--- src/rtl/dacbank_pkg.sv ---
package dacbank_pkg;
    typedef enum logic [1:0] {
        ST_DIRECT     = 2'd0,
        ST_SYNC_CLEAN = 2'd1,
        ST_SYNC_PEND  = 2'd2
    } sync_state_e;

    localparam logic [3:0] ADDR_SPAN   = 4'd8;
    localparam logic [3:0] ADDR_STROBE = 4'd9;
    localparam logic [3:0] ADDR_MODE   = 4'd15;
endpackage

--- src/rtl/dacbank_decode.sv ---
module dacbank_decode #(
    parameter int NCH = 4,
    parameter int AW  = 4
) (
    input  logic           wr_en,
    input  logic [AW-1:0]  wr_addr,
    output logic [NCH-1:0] chan_wr,
    output logic           span_wr,
    output logic           strobe_wr,
    output logic           mode_wr
);
    import dacbank_pkg::*;

    for (genvar n = 0; n < NCH; n++) begin : g_chan
        assign chan_wr[n] = wr_en && (wr_addr == AW'(2 * n));
    end

    assign span_wr   = wr_en && (wr_addr == AW'(ADDR_SPAN));
    assign strobe_wr = wr_en && (wr_addr == AW'(ADDR_STROBE));
    assign mode_wr   = wr_en && (wr_addr == AW'(ADDR_MODE));
endmodule

--- src/rtl/dacbank_mode_fsm.sv ---
module dacbank_mode_fsm (
    input  logic clk,
    input  logic rst_n,
    input  logic any_chan_wr,
    input  logic strobe_wr,
    input  logic mode_wr,
    input  logic mode_bit,
    output dacbank_pkg::sync_state_e state,
    output logic load_all,
    output logic direct
);
    import dacbank_pkg::*;

    sync_state_e state_q, state_d;

    always_comb begin
        state_d = state_q;
        unique case (state_q)
            ST_DIRECT: begin
                if (mode_wr && mode_bit) state_d = ST_SYNC_CLEAN;          // arm
            end
            ST_SYNC_CLEAN: begin
                if (mode_wr && !mode_bit) state_d = ST_DIRECT;             // release
                else if (any_chan_wr)     state_d = ST_SYNC_PEND;          // stage
            end
            ST_SYNC_PEND: begin
                if (mode_wr && !mode_bit) state_d = ST_DIRECT;             // release
                else if (strobe_wr)       state_d = ST_SYNC_CLEAN;         // publish
            end
            default: state_d = ST_SYNC_CLEAN;
        endcase
    end

    always_ff @(posedge clk) begin
        if (!rst_n) state_q <= ST_SYNC_CLEAN;
        else        state_q <= state_d;
    end

    always_comb begin
        direct   = (state_q == ST_DIRECT);
        load_all = strobe_wr || (mode_wr && !mode_bit && (state_q != ST_DIRECT));
    end

    assign state = state_q;

    AST_STATE_LEGAL: assert property (@(posedge clk) disable iff (!rst_n)
        state_q inside {ST_DIRECT, ST_SYNC_CLEAN, ST_SYNC_PEND});
    AST_STAGE_PENDS: assert property (@(posedge clk) disable iff (!rst_n)
        (state_q != ST_DIRECT && any_chan_wr) |=> state_q == ST_SYNC_PEND);
    AST_RELEASE_DIRECT: assert property (@(posedge clk) disable iff (!rst_n)
        (mode_wr && !mode_bit) |=> state_q == ST_DIRECT);
endmodule

--- src/rtl/dacbank_chan.sv ---
module dacbank_chan #(
    parameter int DW = 12
) (
    input  logic          clk,
    input  logic          rst_n,
    input  logic          hold_we,
    input  logic          direct,
    input  logic          load_all,
    input  logic [DW-1:0] wdata,
    output logic [DW-1:0] code_out,
    output logic [DW-1:0] hold_out
);
    localparam logic [DW-1:0] MID_CODE = DW'(1) << (DW - 1);

    logic [DW-1:0] hold_q, out_q;

    always_ff @(posedge clk) begin
        if (!rst_n) begin
            hold_q <= MID_CODE;
            out_q  <= MID_CODE;
        end else begin
            if (hold_we) hold_q <= wdata;
            if (load_all)                out_q <= hold_q;
            else if (hold_we && direct)  out_q <= wdata;
        end
    end

    assign code_out = out_q;
    assign hold_out = hold_q;

    AST_SYNC_NO_LEAK: assert property (@(posedge clk) disable iff (!rst_n)
        (!direct && !load_all) |=> $stable(out_q));
    AST_LOAD_COPIES: assert property (@(posedge clk) disable iff (!rst_n)
        load_all |=> out_q == $past(hold_q));
    AST_DIRECT_WRITE: assert property (@(posedge clk) disable iff (!rst_n)
        (direct && hold_we && !load_all) |=> out_q == $past(wdata));
endmodule

--- src/rtl/dacbank_top.sv ---
module dacbank_top #(
    parameter int NCH    = 4,
    parameter int DW     = 12,
    parameter int AW     = 4,
    parameter int BUS_W  = 16,
    parameter logic [2*NCH-1:0] SPAN_RESET = 8'hAA
) (
    input  logic               clk,
    input  logic               rst_n,
    input  logic               wr_en,
    input  logic [AW-1:0]      wr_addr,
    input  logic [BUS_W-1:0]   wr_data,
    input  logic [AW-1:0]      rd_addr,
    output logic [BUS_W-1:0]   rd_data,
    output logic [NCH*DW-1:0]  dac_code,
    output logic [2*NCH-1:0]   dac_range
);
    import dacbank_pkg::*;

    localparam int SPAN_W = 2 * NCH;

    logic [NCH-1:0] chan_wr;
    logic           span_wr, strobe_wr, mode_wr;
    logic           load_all, direct;
    sync_state_e    state;
    logic [SPAN_W-1:0] span_q;
    logic [NCH*DW-1:0] hold_flat;

    dacbank_decode #(.NCH(NCH), .AW(AW)) u_decode (
        .wr_en     (wr_en),
        .wr_addr   (wr_addr),
        .chan_wr   (chan_wr),
        .span_wr   (span_wr),
        .strobe_wr (strobe_wr),
        .mode_wr   (mode_wr)
    );

    dacbank_mode_fsm u_fsm (
        .clk         (clk),
        .rst_n       (rst_n),
        .any_chan_wr (|chan_wr),
        .strobe_wr   (strobe_wr),
        .mode_wr     (mode_wr),
        .mode_bit    (wr_data[0]),
        .state       (state),
        .load_all    (load_all),
        .direct      (direct)
    );

    for (genvar n = 0; n < NCH; n++) begin : g_ch
        dacbank_chan #(.DW(DW)) u_chan (
            .clk      (clk),
            .rst_n    (rst_n),
            .hold_we  (chan_wr[n]),
            .direct   (direct),
            .load_all (load_all),
            .wdata    (wr_data[DW-1:0]),
            .code_out (dac_code[n*DW +: DW]),
            .hold_out (hold_flat[n*DW +: DW])
        );

        AST_CLEAN_MATCH: assert property (@(posedge clk) disable iff (!rst_n)
            (state != ST_SYNC_PEND) |-> dac_code[n*DW +: DW] == hold_flat[n*DW +: DW]);
    end

    always_ff @(posedge clk) begin
        if (!rst_n)       span_q <= SPAN_RESET;
        else if (span_wr) span_q <= wr_data[SPAN_W-1:0];
    end

    assign dac_range = span_q;

    always_comb begin
        rd_data = '0;
        if (rd_addr == AW'(ADDR_SPAN))      rd_data = BUS_W'(span_q);
        else if (rd_addr == AW'(ADDR_MODE)) rd_data = BUS_W'(state != ST_DIRECT);
    end

    AST_SPAN_HOLD: assert property (@(posedge clk) disable iff (!rst_n)
        !span_wr |=> $stable(span_q));
    AST_SPAN_LOAD: assert property (@(posedge clk) disable iff (!rst_n)
        span_wr |=> span_q == $past(wr_data[SPAN_W-1:0]));
    AST_MODE_READ_UPPER: assert property (@(posedge clk) disable iff (!rst_n)
        (rd_addr == AW'(ADDR_MODE)) |-> rd_data[BUS_W-1:1] == '0);
endmodule

--- config.mk ---
export PLATFORM = sky130hd
export DESIGN_NAME = dacbank_top
export DESIGN_NICKNAME = d
export VERILOG_FILES = /design/src/rtl/dacbank_pkg.sv /design/src/rtl/dacbank_decode.sv /design/src/rtl/dacbank_mode_fsm.sv /design/src/rtl/dacbank_chan.sv /design/src/rtl/dacbank_top.sv
export SDC_FILE = /design/constraint.sdc
export NUM_CORES = 1
export LEC_CHECK = 0
export ABC_AREA = 1
export CAP_MARGIN = 20
export CORE_MARGIN = 3
export CORE_UTILIZATION = 65
export CTS_CLUSTER_DIAMETER = 200
export CTS_CLUSTER_SIZE = 30
export DETAILED_ROUTE_END_ITERATION = 12
export DONT_BUFFER_PORTS = 1
export PLACE_DENSITY = 0.81
export SKIP_LAST_GASP = 1
export SLEW_MARGIN = 40
export SYNTH_ARGS = -nofsm -noshare
export SYNTH_HDL_FRONTEND = slang
export SYNTH_SLANG_ARGS = --single-unit
--- constraint.sdc ---
create_clock -name clk -period 2.15 [get_ports clk]
set_input_delay 0.3225 -clock clk [delete_from_list [all_inputs] [get_ports clk]]
set_output_delay 0.3225 -clock clk [all_outputs]
set_load 0.005 [all_outputs]
== Word level (Yosys, flattened, before mapping) ==
Cells that the tools add are included.

* Input port bits: 27
* Bits in registers: 106
* Output and inout port bits: 72
* Memory bits (writable): 0
* Memories kept: 0
* Latch bits: 0
* ROM bits: 0
* Word-level logic and storage cells: 64

* Multipliers: 0
* Add/sub/neg operators: 0
* Div/mod/pow operators: 0
* Shifts and indexed selects: 0
* Reductions and logical operators: 25
* Bitwise logic cells: 0
* Mux-type cells: 16
* Eq/ne operators: 13
* Magnitude comparators: 0

{| class="wikitable"
|+ Operators by type and width
! kind !! number
|-
| $mux W12 || 8
|-
| $eq A4 B4 Y1 const B || 5
|-
| $logic_and A1 B1 Y1 || 14
|-
| $mux W2 || 5
|-
| $reduce_bool A2 Y1 || 5
|-
| $eq A4 B3 Y1 const B || 2
|-
| $mux W8 || 1
|-
| $ne A3 B1 Y1 const B || 2
|-
| $pmux W2 S3 || 1
|-
| $eq A4 B2 Y1 const B || 1
|-
| $logic_not A4 Y1 || 1
|-
| $reduce_or A4 Y1 || 1
|-
| $reduce_and A3 Y1 || 1
|-
| $eq A2 B1 Y1 const B || 1
|-
| $eq A2 B2 Y1 const B || 1
|-
| $logic_not A2 Y1 || 1
|-
| $ne A2 B2 Y1 const B || 1
|-
| $logic_not A1 Y1 || 1
|-
| $logic_or A1 B1 Y1 || 1
|-
| $mux W1 || 1
|}

== Depth between registers and ports, before layout ==
Gate-level depths: netlist (run 1).

* Word-level depth: 6
* Depth in mapped cells: 10
* Mapped depth without buffers: 10

== Cells and area by module ==
From an unflattened synthesis (run 1), not the netlist that was laid out.

* Cells, all modules: 787
* Area, all modules: 5,126.2 sq um

{| class="wikitable"
|+ Modules (own cells, without submodules)
! module !! cells an instance !! sequential area each (sq um) !! instances !! area an instance (sq um)
|-
| dacbank_chan || 168 || 480.5 || 4 || 1,098.6
|-
| dacbank_top || 68 || 160.2 || 1 || 459.2
|-
| dacbank_mode_fsm || 27 || 40.0 || 1 || 191.4
|-
| dacbank_decode || 20 || 0.0 || 1 || 81.3
|}

== Least setup slack after synthesis (run 1) ==
OpenSTA, ideal clock, no wires.

* Kind: register -> register
* Start point: reg u_fsm.state_q[1] (netlist: u_fsm.state[1])
* End point: reg g_ch[0].u_chan.out_q[10]
* Required time: 2.040 ns
* Arrival time: 1.280 ns
* Buffers on the path: 2
* Stages on the path, launching flop included: 11
* Clock period less this slack: 1.390 ns
* Slack: 0.760 ns
* Library setup time: 0.110 ns
* Path through: dfxtp_1 -> nor2_4 -> inv_2 -> nand4_2 -> nand2_1 -> buf_6 -> buf_6 -> nand2_1 -> nand3_1 -> nand2_1 -> inv_1

* Longest elaborated chain between the ends: 4
* Elaborated cells between the ends (all ways): 7
* Those cells by class: 1 x mux; 6 x reduce/logical

{| class="wikitable"
|+ Ends and longest elaborated chain
! what !! RTL line !! text
|-
| from (decl) || dacbank_mode_fsm.sv:14 || <nowiki>sync_state_e state_q, state_d;</nowiki>
|-
| from (signal assigned) || dacbank_mode_fsm.sv:36 || <nowiki>else state_q <= state_d;</nowiki>
|-
| $reduce_bool A2 Y1 || dacbank_mode_fsm.sv:41 || <nowiki>load_all = strobe_wr || (mode_wr && !mode_bit && (state_q != ST_DIRECT));</nowiki>
|-
| $logic_and A1 B1 Y1 || dacbank_mode_fsm.sv:41 ||
|-
| $logic_or A1 B1 Y1 || dacbank_mode_fsm.sv:41 ||
|-
| $mux W12 / $reduce_bool A2 Y1 (equally long branches) || n/a ||
|-
| to (signal assigned) || dacbank_chan.sv:23 || <nowiki>if (load_all) out_q <= hold_q;</nowiki>
|-
| to (signal assigned) || dacbank_chan.sv:24 || <nowiki>else if (hold_we && direct) out_q <= wdata;</nowiki>
|-
| to (decl) || dacbank_chan.sv:15 || <nowiki>logic [DW-1:0] hold_q, out_q;</nowiki>
|}

Several ways; a longest one is shown, not always the timed one.
A chain may end at the register's enable or synchronous reset.

== Worst setup path after layout (run 1) ==
* Start point: reg u_fsm.state_q[1] (netlist: u_fsm.state[1])
* End point: reg g_ch[2].u_chan.out_q[9]

* Longest elaborated chain between the ends: 4
* Elaborated cells between the ends (all ways): 7
* Those cells by class: 1 x mux; 6 x reduce/logical

{| class="wikitable"
|+ Ends and longest elaborated chain
! what !! RTL line
|-
| $reduce_bool A2 Y1 || dacbank_mode_fsm.sv:41
|-
| $logic_and A1 B1 Y1 || dacbank_mode_fsm.sv:41
|-
| $logic_or A1 B1 Y1 || dacbank_mode_fsm.sv:41
|-
| $mux W12 / $reduce_bool A2 Y1 (equally long branches) || n/a
|-
| to (signal assigned) || dacbank_chan.sv:23
|-
| to (signal assigned) || dacbank_chan.sv:24
|-
| to (decl) || dacbank_chan.sv:15
|}

Several ways; a longest one is shown, not always the timed one.

==> flow_metrics.py, run 1 <==
metrics = {
    "cts": {
        "htreeDepth": 3,
        "cts_buffers": 9,
        "cts.sinks": 106,
        "cts_resized": 0,
        "cts_tree": "yes",
        "worstSkewPairLatency_ns": 0.37,
        "post-cts-setup-buffers": 0,
        "cts.path.max_buffers": 2,
        "clk_pin_slew_ns": 0.10,
        "cts.hold.buffers_added": 0,
        "cts_root_buffer": "clkbuf_8",
    },
    "worst_setup_path": {
        "required_ns": 2.46,
        "worst_r2r_path_depth": 8,
        "cp_max_fo": 34,
        "start_kind": "flip-flop",
        "path_class": "reg2reg",
        "r2r_slack_ns": 0.29,
        "cp_data_arrival_time_ns": 2.17,
        "worstSetupEndpointType": "flip-flop",
    },
    "grt": {
        "grt_busiest_layer": "met2",
        "grt-ovfl-total": 0,
        "grt_pass1_vias": 4220,
        "grt_pass1_wl_um": 20590,
        "use_met3_pct": 11.10,
        "grt_max_degree": 56,
        "grtUsageMet2_pct": 49.60,
        "grt_util_all_layers_pct": 31.10,
        "antenna_found_initial": 0,
        "grt.met1_usage_pct": 37.06,
    },
    "floorplan": {
        "io_pins": 99,
        "core.rowCount": 30,
        "coreArea_um2": 6907,
        "dieArea_um2": 8274,
        "die_w_um": 90.96,
        "die_h_um": 90.96,
        "initial_core_util_pct": 67.93,
    },
    "cells_and_area": {
        "drive_gt1_share_pct": 5.522,
        "nets": 692,
        "fillers": 610,
        "seq_area_um2": 2122,
        "area_growth_pct": 4.107,
        "multi_input_area_um2": 2192,
        "num_antenna_cells": 0,
        "final_core_util_pct": 70.72,
    },
    "timing": {
        "fin_crit_sh_pct": 86.53,
        "fmaxAchievable_mhz": 537.5,
        "hold_viol_final": 0,
        "skew_ns": 0.008353,
        "worst_pin_slew_ns": 0.7120,
        "setup_viol": 0,
        "finalWorstSetupSlack_ns": 0.2896,
        "finalCriticalPeriod_ns": 1.860,
        "drv_slew": 0,
        "relSlewSlack_pct": 52.24,
        "grt_setup_unrepaired": "no",
        "finalSetupTns_ns": 0,
    },
    "route": {
        "totalWireLength_um": 12480,
        "via_per_inst": 5.890,
        "drc_errors": 0,
        "post_drt_wl_per_cell_um": 16.29,
        "drt_first_pass_iters": 5,
        "drt_iter0_drc": 357,
        "vias": 4512,
        "ant_nets": 0,
    },
    "synth": {
        "synth_area_leaders": "dfxtp_1 (45%), nor2_1 (14%), nand2_1 (10%)",
        "ys_async_sr_fraction_pct": 0,
        "syn-instance-count": 686,
        "yosys-top-cells-count": "nor2_1 (179), nand2_1 (128), dfxtp_1 (106)",
        "yosys.area.top_type_share_pct": 45.23,
        "synth-edff-count": 0,
        "ys.flop_type": "dfxtp_1",
        "seq_area_frac_synth_pct": 45.23,
        "synth_top_cell_by_area": "dfxtp_1",
        "synth.distinct_cells": 23,
        "syn-cell-area_um2": 4692,
        "synth_warnings": 0,
        "synth.ff_latch_count": 106,
        "avgSynthCellArea_um2": 6.840,
        "yosysMostFrequentCell": "nor2_1",
    },
    "place": {
        "post-dp-hpwl_um": 8167,
        "post-place-ws_ns": 0.3527,
        "gp_congestion": 0.8642,
        "port_buffers": 0,
    },
    "pwr": {
        "power.total_mw": 3.359,
        "power.leakage_nw": 2.200,
        "pwr_density_cell_nw_per_um2": 687.7,
        "peakVddDrop_v": 0.0004251,
    },
    "job": {
        "maxCapViolations": 0,
    },
    "min_path": {
        "hold_path_depth": 2,
        "hold_path.class": "in2reg",
    },
    "run_status": {
        "status": "finished clean",
    },
}
-- cell families (layout without fill, tap and decap cells) --
group | Yosys count | after routing | synth area share [%]
other cells | 1 | 8 | 0.07992
flops | 106 | 106 | 45.23
buf+inv | 93 | 70 | 8.613
simple gates | 411 | 411 | 37.81
compound gates | 75 | 75 | 8.267
-- registers in the layout, indices dropped and copies added (netlist names) --
register	flops
g_ch.u_chan.hold_out	48
g_ch.u_chan.code_out	48
u_fsm.state	2
dac_range	8
-- final cells by class --
| type | instances | share of cell area [%] |
|---|---|---|
| multi-input cells | 494 | 44.88 |
| flip-flops and latches | 106 | 43.44 |
| inverters | 39 | 2.997 |
| clock buffers | 11 | 2.894 |
| repair buffers | 15 | 2.561 |
| well taps | 96 | 2.459 |
| clock inverters | 5 | 0.7684 |
-- final timing paths --
check | start | end
max | u_fsm.state[1]$_SDFFE_PN0P_ | g_ch[2].u_chan.code_out[9]$_SDFFE_PN0P_
min | rst_n | g_ch[0].u_chan.code_out[3]$_SDFFE_PN0P_
max reg2reg | u_fsm.state[1]$_SDFFE_PN0P_ | g_ch[2].u_chan.code_out[9]$_SDFFE_PN0P_
min reg2reg | g_ch[0].u_chan.hold_out[5]$_SDFFE_PN0P_ | g_ch[0].u_chan.hold_out[5]$_SDFFE_PN0P_
-- worst max-delay path, stage by stage (launching register included) --
cell	delay (ns)
dfxtp_1	0.36
nor2_4	0.27
inv_2	0.07
nand4_2	0.11
buf_4	0.34
nand3_1	0.32
nor2_1	0.18
nor2_1	0.06
nor2_1	0.09
-- layer usage --
metal	wire length [µm]	up-vias
met5	0	-
met4	512	0
met3	1302	44
met2	5683	203
met1	4979	2085
li1	-	2180
-- layout by cell type, fill, tap and decap left out, types with 10 or more instances in the layout --
cell type / instances
nor2_1: 179
a21oi_1: 26
nand4_1: 60
inv_1: 36
clkbuf_8: 10
nand3_1: 38
o21ai_0: 43
nand2_1: 128
dfxtp_1: 106
buf_4: 14
-- where the power goes --
part           leakage, nW  switching, mW  internal (mW)
Clock               0.0863          0.694          0.460
Combinational         1.26          0.134         0.0577
Sequential           0.857         0.0202           1.99
-- through the flow --
step / instance area (µm²) / hold WS, ns / cells
CTS: 4885 / 0.04106 / 766
global route: 4885 / 0.04664 / 766
detailed placement: 4706 / 0.4336 / 750
finish: 4885 / 0.05948 / 766
floorplan: 4718 / 0.4438 / 693
global placement: 4706 / 0.4304 / 750
No activity file was read; power rests on OpenSTA's default activity.
==> run 2, diff against run 1 <==
==> constraint.sdc (replaced) <==
create_clock -name clk -period 2.15 [get_ports clk]
set_input_delay 0.43 -clock clk [delete_from_list [all_inputs] [get_ports clk]]
set_output_delay 0.43 -clock clk [all_outputs]
set_load 0.005 [all_outputs]
==> run 2 against run 1 <==
Effect of this change: global-route usage is 0.099 points higher; non-clock buffer count is 2 higher; register-to-register slack better by 0.02 ns; via count up 1.0%; total power increased by 3.5%; maximum frequency increased by 1.2%; critical endpoint is now g_ch[1].u_chan.code_out[0]$_SDFFE_PN0P_.
==> flow_metrics.py, run 2 (synthesis results as in run 1) <==
metrics = {
    "floorplan": {
        "coreArea_um2": 6907,
        "dieArea_um2": 8274,
        "initial_core_util_pct": 67.93,
        "io_pins": 99,
        "die_h_um": 90.96,
        "die_w_um": 90.96,
        "core.rowCount": 30,
    },
    "place": {
        "port_buffers": 0,
        "placed_cell_area_um2": 4708,
        "gp_congestion": 0.8825,
        "post-dp-hpwl_um": 8339,
        "post-place-ws_ns": 0.3859,
    },
    "cts": {
        "cts.path.max_buffers": 2,
        "post-cts-setup-buffers": 0,
        "cts_root_buffer": "clkbuf_8",
        "cts_resized": 0,
        "cts.sinks": 106,
        "cts.hold.buffers_added": 0,
        "worstSkewPairLatency_ns": 0.37,
        "cts_buffers": 9,
        "cts_tree": "yes",
        "clk_pin_slew_ns": 0.10,
        "htreeDepth": 3,
    },
    "cells_and_area": {
        "nets": 694,
        "num_antenna_cells": 0,
        "final_cell_mix": "nor2_1 (179), nand2_1 (128), dfxtp_1 (106), nand4_1 (60), o21ai_0 (43)",
        "drive_gt1_share_pct": 5.804,
        "fillers": 616,
        "mostFrequentLayoutCell": "nor2_1",
        "fin_area_um2": 4911,
        "area_growth_pct": 4.667,
    },
    "pwr": {
        "pwr_density_cell_nw_per_um2": 707.7,
        "power.leakage_nw": 2.217,
        "net-switching-power_mw": 0.8701,
        "clkPwrFrac_pct": 36.5,
        "peakVddDrop_v": 0.0004882,
        "p_int_mw": 2.605,
        "power_frac_seq_pct": 57.9,
        "p_comb_share_pct": 5.6,
        "p_sw_share_pct": 25.04,
    },
    "grt": {
        "use_met3_pct": 9.445,
        "grt.met1_usage_pct": 38.90,
        "grt_util_all_layers_pct": 31.20,
        "grt_pass1_wl_um": 20700,
        "grt-ovfl-total": 0,
        "antenna_found_initial": 0,
        "grt_pass1_vias": 4116,
        "grt_busiest_layer": "met2",
        "grt_max_degree": 56,
        "grtUsageMet2_pct": 48.50,
    },
    "job": {
        "maxCapViolations": 0,
    },
    "worst_setup_path": {
        "required_ns": 2.46,
        "cp_max_fo": 34,
        "cp_slowest_stage_delay_ns": 0.35,
        "cp_data_arrival_time_ns": 2.15,
        "worstSetupEndpoint": "g_ch[1].u_chan.code_out[0]$_SDFFE_PN0P_",
        "cp_cell_sequence": "nor2_4, inv_2, nand4_2, buf_4, nand3_1, nor2_1, nor2_1, nor2_1",
        "r2r_slack_ns": 0.31,
        "worstSetupEndpointType": "flip-flop",
        "r2r-end": "g_ch[1].u_chan.code_out[0]$_SDFFE_PN0P_",
        "reg2reg_from": "u_fsm.state[1]$_SDFFE_PN0P_",
        "worst_r2r_path_depth": 8,
        "path_class": "reg2reg",
        "startpoint": "u_fsm.state[1]$_SDFFE_PN0P_",
        "slowest_stage": "dfxtp_1",
        "start_kind": "flip-flop",
        "crit_top_cell": "nor2_1",
    },
    "route": {
        "via_per_inst": 5.934,
        "totalWireLength_um": 12750,
        "vias": 4557,
        "ant_nets": 0,
        "drt_iter0_drc": 431,
        "drt_first_pass_iters": 5,
        "post_drt_wl_per_cell_um": 16.61,
        "drc_errors": 0,
    },
    "timing": {
        "fmaxAchievable_mhz": 543.8,
        "hold_viol_final": 0,
        "grt_setup_unrepaired": "no",
        "finalSetupTns_ns": 0,
        "finalCriticalPeriod_ns": 1.839,
        "finalWorstSetupSlack_ns": 0.3111,
        "fin_crit_sh_pct": 85.53,
        "worst_pin_slew_ns": 0.5034,
        "relSlewSlack_pct": 66.34,
        "setup_viol": 0,
        "skew_ns": 0.01337,
        "drv_slew": 0,
    },
    "run_status": {
        "status": "finished clean",
    },
    "min_path": {
        "hold_path.class": "in2reg",
    },
}
run 2: routing by layer:
| layer | wire length (µm) | up-vias | share of wire (%) |
|---|---|---|---|
| met1 | 4976 | 2085 | 39 |
| li1 | - | 2177 | - |
| met5 | 0 | - | 0 |
| met3 | 1418 | 41 | 11 |
| met2 | 5826 | 254 | 46 |
| met4 | 534 | 0 | 4.2 |
run 2: through the flow:
step / cells / power, mW / hold slack [ns] / utilization [%]
2_1_floorplan: 693 / 2.217 / 0.4438 / -
3_3_place_gp: 752 / 2.240 / 0.4515 / 68.17
3_5_place_dp: 752 / 2.247 / 0.4551 / 68.17
4_1_cts: 768 / 3.475 / 0.1610 / 71.11
5_1_grt: 768 / 3.590 / 0.1542 / 71.11
6_report: 768 / 3.475 / 0.1826 / 71.11
run 2: worst min path at each step:
stage                                              from                                        to  slack [ns]  depth (start not counted)
6_report                                     wr_data[5]                 dac_range[5]$_SDFFE_PN1P_        0.18                          2
5_1_grt                                           rst_n   g_ch[0].u_chan.code_out[3]$_SDFFE_PN0P_        0.15                          2
4_1_cts                                           rst_n  g_ch[1].u_chan.hold_out[11]$_SDFFE_PN1P_        0.16                          1
3_5_place_dp   g_ch[0].u_chan.hold_out[10]$_SDFFE_PN0P_  g_ch[0].u_chan.hold_out[10]$_SDFFE_PN0P_        0.46                          2
3_3_place_gp    g_ch[0].u_chan.hold_out[8]$_SDFFE_PN0P_   g_ch[0].u_chan.hold_out[8]$_SDFFE_PN0P_        0.45                          2
2_1_floorplan  g_ch[0].u_chan.hold_out[11]$_SDFFE_PN1P_  g_ch[0].u_chan.code_out[11]$_SDFFE_PN1P_        0.44                          2
run 2: critical path: cells and delay by family, from the launching register on:
family | cells | cell delay (ns)
buffers and inverters | 2 | 0.43
AND/OR/NAND/NOR | 6 | 0.99
flip-flops | 1 | 0.35
run 2: layout make-up:
cell class	count	area [µm²]	area share, %
Multi-Input combinational cell	494	2192	44.64
Sequential cell	106	2122	43.21
Inverter	39	146.4	2.981
Clock buffer	10	127.6	2.599
Timing Repair Buffer	17	127.6	2.599
Tap cell	96	120.1	2.446
Clock inverter	6	75.07	1.529
run 2: power by group through the flow:
stage,Combinational (mW),Sequential [mW],Clock (mW)
2_1_floorplan,0.165,2.05,0
3_3_place_gp,0.184,2.06,0
3_5_place_dp,0.190,2.06,0
4_1_cts,0.192,2.01,1.27
5_1_grt,0.219,2.02,1.35
6_report,0.195,2.01,1.27
==> run 3, diff against run 2 <==
Settings changed: REMOVE_ABC_BUFFERS set to 1.
==> run 3 against run 2 <==
Effect of this change: utilization grew 0.80 points; highest routed layer unchanged; final area increased by 1.1%; via count fell by 2.1%.
==> flow_metrics.py, run 3 (synthesis results as in run 1) <==
metrics = {
    "place": {
        "post-dp-hpwl_um": 7618,
        "gp_congestion": 0.8483,
        "port_buffers": 0,
        "placed_cell_area_um2": 4731,
        "placedCellCount": 755,
    },
    "route": {
        "ant_nets": 0,
        "drc_errors": 0,
        "via_per_inst": 5.786,
        "post_drt_wl_per_cell_um": 14.99,
        "totalWireLength_um": 11550,
        "vias": 4461,
        "drt_iter0_drc": 340,
        "drt_first_pass_iters": 7,
    },
    "timing": {
        "relSlewSlack_pct": 63.60,
        "hold_viol_final": 0,
        "worst_pin_slew_ns": 0.5444,
        "setup_viol": 0,
        "grt_setup_unrepaired": "no",
        "drv_slew": 0,
        "fin_crit_sh_pct": 78.75,
        "skew_ns": 0.01119,
        "finalCriticalPeriod_ns": 1.693,
        "fmaxAchievable_mhz": 590.6,
    },
    "pwr": {
        "p_sw_share_pct": 23.63,
        "power_frac_seq_pct": 55.8,
        "clkPwrFrac_pct": 39.2,
        "power.leakage_nw": 2.246,
        "pwr_density_cell_nw_per_um2": 726.0,
        "p_int_mw": 2.753,
        "p_comb_share_pct": 5.0,
        "net-switching-power_mw": 0.8518,
        "peakVddDrop_v": 0.0003944,
    },
    "cts": {
        "htreeDepth": 3,
        "cts_buffers": 9,
        "clk_pin_slew_ns": 0.11,
        "cts_tree": "yes",
        "cts_root_buffer": "clkbuf_8",
        "cts.path.max_buffers": 2,
        "cts.sinks": 106,
        "cts.hold.buffers_added": 0,
        "cts_resized": 0,
        "post-cts-setup-buffers": 0,
        "worstSkewPairLatency_ns": 0.37,
    },
    "cells_and_area": {
        "final_cell_mix": "nor2_1 (179), nand2_1 (128), dfxtp_1 (106), nand4_1 (60), o21ai_0 (43)",
        "fin_area_um2": 4966,
        "final_cells": 771,
        "drive_gt1_share_pct": 6.370,
        "nets": 697,
        "area_growth_pct": 5.840,
        "num_antenna_cells": 0,
        "mostFrequentLayoutCell": "nor2_1",
    },
    "floorplan": {
        "die_w_um": 90.96,
        "dieArea_um2": 8274,
        "die_h_um": 90.96,
        "initial_core_util_pct": 67.93,
        "io_pins": 99,
        "core.rowCount": 30,
        "coreArea_um2": 6907,
    },
    "worst_setup_path": {
        "required_ns": 2.46,
        "path_class": "reg2reg",
        "r2r-end": "g_ch[3].u_chan.code_out[11]$_SDFFE_PN1P_",
        "start_kind": "flip-flop",
        "r2r_slack_ns": 0.46,
        "cp_data_arrival_time_ns": 2.00,
        "cp_max_fo": 31,
        "worst_r2r_path_depth": 8,
        "worstSetupEndpointType": "flip-flop",
        "reg2reg_from": "u_fsm.state[1]$_SDFFE_PN0P_",
    },
    "min_path": {
        "hold_path_depth": 2,
        "hold_path.class": "in2reg",
        "whs_endpoint": "g_ch[0].u_chan.code_out[9]$_SDFFE_PN0P_",
        "worstHoldStart": "rst_n",
    },
    "grt": {
        "antenna_found_initial": 0,
        "grt-ovfl-total": 0,
        "grt_max_degree": 56,
        "grt_pass1_vias": 3983,
        "grt_pass1_wl_um": 19180,
        "grt_util_all_layers_pct": 28.12,
    },
    "job": {
        "maxCapViolations": 0,
    },
    "run_status": {
        "status": "finished clean",
    },
}
run 3: power groups by stage:
stage | Clock [mW] | Sequential (mW) | Combinational [mW]
after floorplan | 0 | 2.05 | 0.135
after global placement | 0 | 2.06 | 0.172
after detailed placement | 0 | 2.06 | 0.179
after CTS | 1.42 | 2.01 | 0.180
after global routing | 1.50 | 2.02 | 0.206
final | 1.41 | 2.01 | 0.181
run 3: worst max path at each step:
stage | slack (ns) | depth (start not counted) | endpoint | startpoint
final | 0.46 | 8 | g_ch[3].u_chan.code_out[11]$_SDFFE_PN1P_ | u_fsm.state[1]$_SDFFE_PN0P_
after global placement | 0.52 | 8 | g_ch[3].u_chan.code_out[11]$_SDFFE_PN1P_ | wr_addr[0]
after floorplan | -1.07 | 7 | g_ch[2].u_chan.code_out[11]$_SDFFE_PN1P_ | wr_addr[0]
after CTS | 0.47 | 8 | g_ch[3].u_chan.code_out[11]$_SDFFE_PN1P_ | u_fsm.state[1]$_SDFFE_PN0P_
after global routing | 0.30 | 8 | g_ch[3].u_chan.code_out[11]$_SDFFE_PN1P_ | u_fsm.state[1]$_SDFFE_PN0P_
after detailed placement | 0.48 | 7 | g_ch[1].u_chan.code_out[11]$_SDFFE_PN1P_ | wr_data[0]
run 3: stage by stage:
step	util (%)	worst slack (ns)	total power [mW]	setup TNS (ns)	hold WS [ns]
5_1_grt	71.90	0.3013	3.726	0	0.1563
2_1_floorplan	-	-1.073	2.187	-46.89	0.4438
3_5_place_dp	68.50	0.4827	2.237	0	0.4560
6_report	71.90	0.4568	3.605	0	0.1507
3_3_place_gp	68.50	0.5196	2.228	0	0.4523
4_1_cts	71.90	0.4719	3.611	0	0.1495
run 3: worst max-delay path, stage by stage, from the launching register on:
cell and delay (ns):
dfxtp_1 0.36, nor2_4 0.26, inv_2 0.08, nand4_2 0.14, nand2_1 0.09, buf_4 0.25
nor2_1 0.26, nand3_1 0.12, nand3_1 0.08
run 3: cell type report:
type | instances | area (µm²)
Timing Repair Buffer | 20 | 150.1
Multi-Input combinational cell | 494 | 2192
Inverter | 39 | 146.4
Clock inverter | 6 | 97.59
Fill cell | 584 | 1941
Tap cell | 96 | 120.1
Clock buffer | 10 | 137.6
Sequential cell | 106 | 2122
run 3: per-layer routing:
metal	part of all wire [%]	wire length [µm]	global-route usage (%)
met5	0	0	0
met4	1.7	199	11.56
met3	7.8	899	7.291
met2	48	5600	46.05
met1	42	4855	35.26
